**config.mk**
```make
export PLATFORM = sky130hd
export DESIGN_NAME = pt_walker
export DESIGN_NICKNAME = d
export VERILOG_FILES = /design/src/rtl/ptw_pkg.sv /design/src/rtl/ptw_datapath.sv /design/src/rtl/ptw_ctrl.sv /design/src/rtl/pt_walker.sv
export SDC_FILE = /design/constraint.sdc
export NUM_CORES = 1
export LEC_CHECK = 0
export BUFFER_PORTS_ARGS = -buffer_cell sky130_fd_sc_hd__clkbuf_2
export CAP_MARGIN = 20
export CORE_MARGIN = 3
export CORE_UTILIZATION = 45
export CTS_CLUSTER_SIZE = 20
export DETAILED_ROUTE_END_ITERATION = 7
export PLACE_DENSITY = 0.74
export SYNTH_ARGS = -nofsm -noshare
export SYNTH_HDL_FRONTEND = slang
export SYNTH_SLANG_ARGS = --single-unit
```
**constraint.sdc**
```tcl
create_clock -name clk -period 2 [get_ports clk]
set_clock_uncertainty 0.15 [all_clocks]
set_input_delay 0.3 -clock clk [delete_from_list [all_inputs] [get_ports clk]]
set_output_delay 0.3 -clock clk [all_outputs]
set_load 0.03 [all_outputs]
```
**src/rtl/ptw_pkg.sv**
```systemverilog
package ptw_pkg;
  localparam int VA_W    = 32;
  localparam int OFF_W   = 12;
  localparam int IDX_W   = 10;
  localparam int FLAG_W  = 6;
  localparam int FRAME_W = 26;
  localparam int PTE_W   = FRAME_W + FLAG_W;
  localparam int PA_W    = FRAME_W + OFF_W;
  localparam int ENT_SH  = OFF_W - IDX_W;
  localparam int RD_BIT  = 0;
  localparam int WR_BIT  = 1;
  localparam int EX_BIT  = 2;

  typedef enum logic [2:0] {
    ST_IDLE, ST_READ_L1, ST_WAIT_L1, ST_READ_L2, ST_WAIT_L2, ST_DONE, ST_FAULT
  } walkState_t;

  typedef enum logic [1:0] {
    ACC_READ = 2'd0, ACC_WRITE = 2'd1, ACC_EXEC = 2'd2, ACC_RSVD = 2'd3
  } access_t;

  typedef struct packed {
    logic captureReq;
    logic captureL1;
    logic captureLeaf;
    logic selLeafTable;
  } walkStrobe_t;
endpackage

```
**src/rtl/ptw_datapath.sv**
```systemverilog
module ptw_datapath
  import ptw_pkg::*;
(
  input  logic               clk,
  input  logic               rstN,
  input  logic               privMode,
  input  logic               rootWrEn,
  input  logic [FRAME_W-1:0] rootWrData,
  input  logic [VA_W-1:0]    reqVaddr,
  input  logic [1:0]         reqAccess,
  input  logic [PTE_W-1:0]   memRspData,
  input  walkStrobe_t        strb,
  output logic [PA_W-1:0]    memReqAddr,
  output logic [PA_W-1:0]    donePaddr,
  output logic               l1Invalid,
  output logic               leafPermOk
);
  logic [FRAME_W-1:0] rootFrame;
  logic [VA_W-1:0]    vaddrQ;
  logic [1:0]         accessQ;
  logic [FRAME_W-1:0] l1Frame;
  logic [FRAME_W-1:0] leafFrame;
  logic [IDX_W-1:0]   l1Index;
  logic [IDX_W-1:0]   l2Index;
  logic               unusedRsvdFlags;

  assign l1Index = vaddrQ[VA_W-1 -: IDX_W];
  assign l2Index = vaddrQ[OFF_W +: IDX_W];
  assign unusedRsvdFlags = ^memRspData[FLAG_W-1:EX_BIT+1];

  always_ff @(posedge clk) begin
    if (!rstN) begin
      rootFrame <= '0;
      vaddrQ    <= '0;
      accessQ   <= '0;
      l1Frame   <= '0;
      leafFrame <= '0;
    end else begin
      if (privMode && rootWrEn) rootFrame <= rootWrData;
      if (strb.captureReq) begin
        vaddrQ  <= reqVaddr;
        accessQ <= reqAccess;
      end
      if (strb.captureL1)   l1Frame   <= memRspData[PTE_W-1:FLAG_W];
      if (strb.captureLeaf) leafFrame <= memRspData[PTE_W-1:FLAG_W];
    end
  end

  always_comb begin
    if (strb.selLeafTable) memReqAddr = {l1Frame, l2Index, {ENT_SH{1'b0}}};
    else                   memReqAddr = {rootFrame, l1Index, {ENT_SH{1'b0}}};
  end

  assign l1Invalid = (memRspData[EX_BIT:RD_BIT] == '0);

  always_comb begin
    case (accessQ)
      ACC_READ:  leafPermOk = memRspData[RD_BIT];
      ACC_WRITE: leafPermOk = memRspData[WR_BIT];
      ACC_EXEC:  leafPermOk = memRspData[EX_BIT];
      default:   leafPermOk = 1'b0;
    endcase
  end

  assign donePaddr = {leafFrame, vaddrQ[OFF_W-1:0]};

  // the root register changes only through a privileged write
  a_r9_root_guarded: assert property (@(posedge clk) disable iff (!rstN)
    !(privMode && rootWrEn) |=> $stable(rootFrame));

  // the captured request holds while no new request is taken
  a_r8_request_held: assert property (@(posedge clk) disable iff (!rstN)
    !strb.captureReq |=> $stable(vaddrQ) && $stable(accessQ));
endmodule

```
**src/rtl/ptw_ctrl.sv**
```systemverilog
module ptw_ctrl
  import ptw_pkg::*;
(
  input  logic        clk,
  input  logic        rstN,
  input  logic        reqValid,
  input  logic        memRspValid,
  input  logic        l1Invalid,
  input  logic        leafPermOk,
  output walkStrobe_t strb,
  output logic        memReqValid,
  output logic        doneValid,
  output logic        faultValid,
  output logic        busy
);
  walkState_t state, stateNext;

  always_ff @(posedge clk) begin
    if (!rstN) state <= ST_IDLE;
    else       state <= stateNext;
  end

  always_comb begin
    stateNext = state;
    case (state)
      ST_IDLE:    if (reqValid) stateNext = ST_READ_L1;
      ST_READ_L1: stateNext = ST_WAIT_L1;
      ST_WAIT_L1: if (memRspValid) stateNext = l1Invalid ? ST_FAULT : ST_READ_L2;
      ST_READ_L2: stateNext = ST_WAIT_L2;
      ST_WAIT_L2: if (memRspValid) stateNext = leafPermOk ? ST_DONE : ST_FAULT;
      ST_DONE:    stateNext = ST_IDLE;
      ST_FAULT:   stateNext = ST_IDLE;
      default:    stateNext = ST_IDLE;
    endcase
  end

  always_comb begin
    strb.captureReq   = (state == ST_IDLE) && reqValid;
    strb.captureL1    = (state == ST_WAIT_L1) && memRspValid;
    strb.captureLeaf  = (state == ST_WAIT_L2) && memRspValid;
    strb.selLeafTable = (state == ST_READ_L2) || (state == ST_WAIT_L2);
  end

  assign memReqValid = (state == ST_READ_L1) || (state == ST_READ_L2);
  assign doneValid   = (state == ST_DONE);
  assign faultValid  = (state == ST_FAULT);
  assign busy        = (state != ST_IDLE);

  // each read strobe lasts one cycle
  a_r2_read_pulse: assert property (@(posedge clk) disable iff (!rstN)
    memReqValid |=> !memReqValid);

  // result pulses are single-cycle, exclusive and followed by idle
  a_r7_done_single: assert property (@(posedge clk) disable iff (!rstN)
    doneValid |=> !doneValid && !faultValid && !busy);
  a_r7_fault_single: assert property (@(posedge clk) disable iff (!rstN)
    faultValid |=> !faultValid && !doneValid && !busy);
  a_r7_exclusive: assert property (@(posedge clk) disable iff (!rstN)
    !(doneValid && faultValid));

  // an empty first-level entry faults at once
  a_r3_l1_fault: assert property (@(posedge clk) disable iff (!rstN)
    (state == ST_WAIT_L1 && memRspValid && l1Invalid) |=> faultValid);

  // a missing leaf permission faults
  a_r5_leaf_fault: assert property (@(posedge clk) disable iff (!rstN)
    (state == ST_WAIT_L2 && memRspValid && !leafPermOk) |=> faultValid);

  // waiting states hold until the response arrives
  a_r10_wait_holds: assert property (@(posedge clk) disable iff (!rstN)
    ((state == ST_WAIT_L1 || state == ST_WAIT_L2) && !memRspValid) |=> $stable(state));
endmodule

```
**src/rtl/pt_walker.sv**
```systemverilog
module pt_walker
  import ptw_pkg::*;
(
  input  logic               clk,
  input  logic               rstN,
  input  logic               privMode,
  input  logic               rootWrEn,
  input  logic [FRAME_W-1:0] rootWrData,
  input  logic               reqValid,
  input  logic [VA_W-1:0]    reqVaddr,
  input  logic [1:0]         reqAccess,
  output logic               busy,
  output logic               memReqValid,
  output logic [PA_W-1:0]    memReqAddr,
  input  logic               memRspValid,
  input  logic [PTE_W-1:0]   memRspData,
  output logic               doneValid,
  output logic [PA_W-1:0]    donePaddr,
  output logic               faultValid
);
  walkStrobe_t strb;
  logic        l1Invalid;
  logic        leafPermOk;

  ptw_ctrl ctrl_i (
    .clk         (clk),
    .rstN        (rstN),
    .reqValid    (reqValid),
    .memRspValid (memRspValid),
    .l1Invalid   (l1Invalid),
    .leafPermOk  (leafPermOk),
    .strb        (strb),
    .memReqValid (memReqValid),
    .doneValid   (doneValid),
    .faultValid  (faultValid),
    .busy        (busy)
  );

  ptw_datapath dp_i (
    .clk        (clk),
    .rstN       (rstN),
    .privMode   (privMode),
    .rootWrEn   (rootWrEn),
    .rootWrData (rootWrData),
    .reqVaddr   (reqVaddr),
    .reqAccess  (reqAccess),
    .memRspData (memRspData),
    .strb       (strb),
    .memReqAddr (memReqAddr),
    .donePaddr  (donePaddr),
    .l1Invalid  (l1Invalid),
    .leafPermOk (leafPermOk)
  );
endmodule

```
==> run_results.csv <==
group,metric,value,unit
power,switchingPower,1.833,mW
clocking,insertion_delay,0.51,ns
die,initial_core_util,0.4674,
worst_setup_path,rr_worst_depth,5,
flow_run,drv_cap,0,
cells_and_area,drive_above_1_share,0.3349,
timing,setup_viol,36,
logic_synthesis,ys_ff_latch,115,
detailed_routing,drt_iter0_drc,335,
detailed_routing,viasPerCell,5.163,
power,clkPwrFrac,0.442,
clocking,cts_buffer_depth,2,
cells_and_area,final_common_cell,"nand2_1",
detailed_routing,vias,5055,
global_route,busiest_layer,"met2",
timing,timing.fmax,406.9,MHz
detailed_routing,firstDrtPassIters,6,
worst_setup_path,arrival,2.01,ns
logic_synthesis,synth_edf_count,0,
clocking,cts_sinks,115,
place,gp_congestion,0.8680,
status,violations,"negative setup slack",
power,sw_frac_of_total,0.2675,
global_route,grt_overflow,0,
cells_and_area,fin_nets,927,
logic_synthesis,synth_area,4890,um2
timing,fin_ws,-0.4578,ns
logic_synthesis,synth.avg_cell_area,8.504,um2
die,die_h,110.2,um
clocking,cts_buffers,17,
power,power_frac_comb,0.194,
timing,period_share,1.229,
die,pin_count,178,
timing,slew_viol_final,0,
logic_synthesis,async_flop_share,0,
global_route,grt_pass1_wl,25.56,mm
worst_setup_path,critPathLaunchType,"register",
global_route,use_met3,0.08445,
cells_and_area,fin_util,0.7436,
cells_and_area,final_cell_mix,"nand2_1 (225), clkbuf_2 (135), a21oi_1 (112), dfxtp_1 (112), dlygate4sd3_1 (87)",
worst_setup_path,required,1.55,ns
global_route,antenna_found_initial,0,
cells_and_area,fillCellCount,678,
clocking,tritoncts,"built",
logic_synthesis,synthTopCellsByArea,"dfxtp_1 (47%), nand2_1 (17%), a21oi_1 (11%), mux2_4 (8.9%), buf_4 (3.1%)",
logic_synthesis,ys_warn_count,0,
detailed_routing,wirelength,16.73,mm
global_route,met2_usage,0.5139,
power,internal-power,5.020,mW
logic_synthesis,synth_flop_cell,"dfxtp_1",
die,die_w,110.2,um
clocking,clockRootBuffer,"clkbuf_8",
logic_synthesis,ys_seq_area_frac,0.4708,
place,dp_slack,-0.008294,ns
logic_synthesis,yosys.area.top_type,"dfxtp_1",
global_route,grt_pass1_vias,5404,
min_path,hold_class,"input port to register",
detailed_routing,wl_per_cell,17.08,um
worst_setup_path,crit_type,"register to output pin",
detailed_routing,ant_nets,0,
place,dp_hpwl,9.033,mm
logic_synthesis,synth_top_area_share,0.4708,
logic_synthesis,synth_cell_types,38,
die,fp.coreArea,10460,um2
place,io_buffers,172,
power,ir_drop,485.7,uV
die,rows,37,
logic_synthesis,syn_inst,575,
timing,rsz0062_at_grt,"yes",
detailed_routing,post-route-drc-count,0,
power,power_leakage,3.287,nW
power,total_power,6.853,mW
timing,fin_crit,2.458,ns
clocking,htreeDepth,4,
power,power.density,880.9,nW/um2
worst_setup_path,cp-end-kind,"output pin",
global_route,grt_usage,0.2756,
timing,fin_hold_ws,0.07117,ns
timing,hold_viol_final,0,
status,status,"finished with violations",
power,p_seq_frac,0.365,
clocking,clkSlewWorstSetupHoldPaths,0.06,ns
global_route,grtUsageMet1,0.2744,
die,die_area,12150,um2
cells_and_area,area_growth,59.11,%
min_path,min_delay_path_depth,4,
worst_setup_path,critPathMaxFanout,5,
global_route,grt_start_max_net_pins,57,
## state kept, by name (all words and copies together) (netlist names)
signal / cells
dp_i.accessQ: 2
dp_i.leafFrame: 26
ctrl_i.state: 3
dp_i.rootFrame: 26
dp_i.l1Frame: 26
dp_i.vaddrQ: 32
## metrics by stage
step,std cells,setup TNS (ns),instance area (um2)
2_1_floorplan,576,0,4893
3_3_place_gp,852,0,5778
3_5_place_dp,852,-0.008294,5778
4_1_cts,979,-17.78,7745
5_1_grt,978,-17.31,7777
6_report,979,-14.83,7780
## critical path, stage by stage, from the launching register on
cell and delay (ns):
dfxtp_2 0.33, nand2b_4 0.15, o22ai_4 0.17, buf_12 0.15
buf_12 0.12, buf_16 0.12, mux2_4 0.32, buf_8 0.14
## cells in the mapped netlist, types with 2 or more instances
| master | count |
|---|---|
| a21oi_1 | 112 |
| mux2_2 | 7 |
| and3_1 | 2 |
| nand2_1 | 225 |
| clkbuf_1 | 20 |
| nand4bb_1 | 2 |
| dfxtp_1 | 115 |
| mux2_4 | 29 |
| buf_2 | 3 |
| nand3b_1 | 2 |
| buf_12 | 3 |
| buf_6 | 9 |
| mux2i_1 | 2 |
| buf_4 | 20 |
## path summary, 6_finish.rpt
check                                   startpoint                 end  slack, ns
worst max-delay path               ctrl_i.state[0]       memReqAddr[8]      -0.46
worst min-delay path                 memRspData[2]     ctrl_i.state[1]       0.07
worst max register to register     ctrl_i.state[2]     dp_i.vaddrQ[16]       0.26
worst min register to register  dp_i.rootFrame[22]  dp_i.rootFrame[22]       0.30
## metal layers
metal | vias to the layer above | share of wire
met3 | 45 | 0.074
met2 | 257 | 0.53
met4 | 0 | 0.029
li1 | 2385 | -
met1 | 2368 | 0.37
met5 | - | 0
## power by group through the flow
stage	clock [mW]	sequential, mW	combinational (mW)
6_report	3.03	2.50	1.33
5_1_grt	3.18	2.51	1.41
4_1_cts	3.07	2.49	1.25
3_5_place_dp	0	2.54	0.969
3_3_place_gp	0	2.53	0.950
2_1_floorplan	0	2.53	0.721
## cells by family after synthesis
family	share of synthesized area
and+or+nand+nor	0.2050
buffers and inverters	0.08444
other	0.0007669
AOI/OAI and AO/OA	0.1279
xor gates and xnor gates	0.001792
muxes	0.1093
DFF	0.4708
## layout make-up
type,count,area (um2),area share
timing repair buffer,290,2459,0.3160
sequential,115,2308,0.2967
multi-input combinational,403,2232,0.2869
clock buffer,19,441.7,0.05677
tap,136,170.2,0.02187
clock inverter,13,157.7,0.02026
inverter,2,8.758,0.001126
antenna,1,2.502,0.0003216
## what timing repair did
item | in CTS | in global routing
cloned | 3 | 1
setup buffers | 5 | 1
hold buffers | 87 | 0
hold endpoints to repair | 114 | 0
setup endpoints to repair | 39 | 38
gates resized for setup | 89 | 28
pin swaps | 1 | 1
Power figures use the tool's default switching activity.
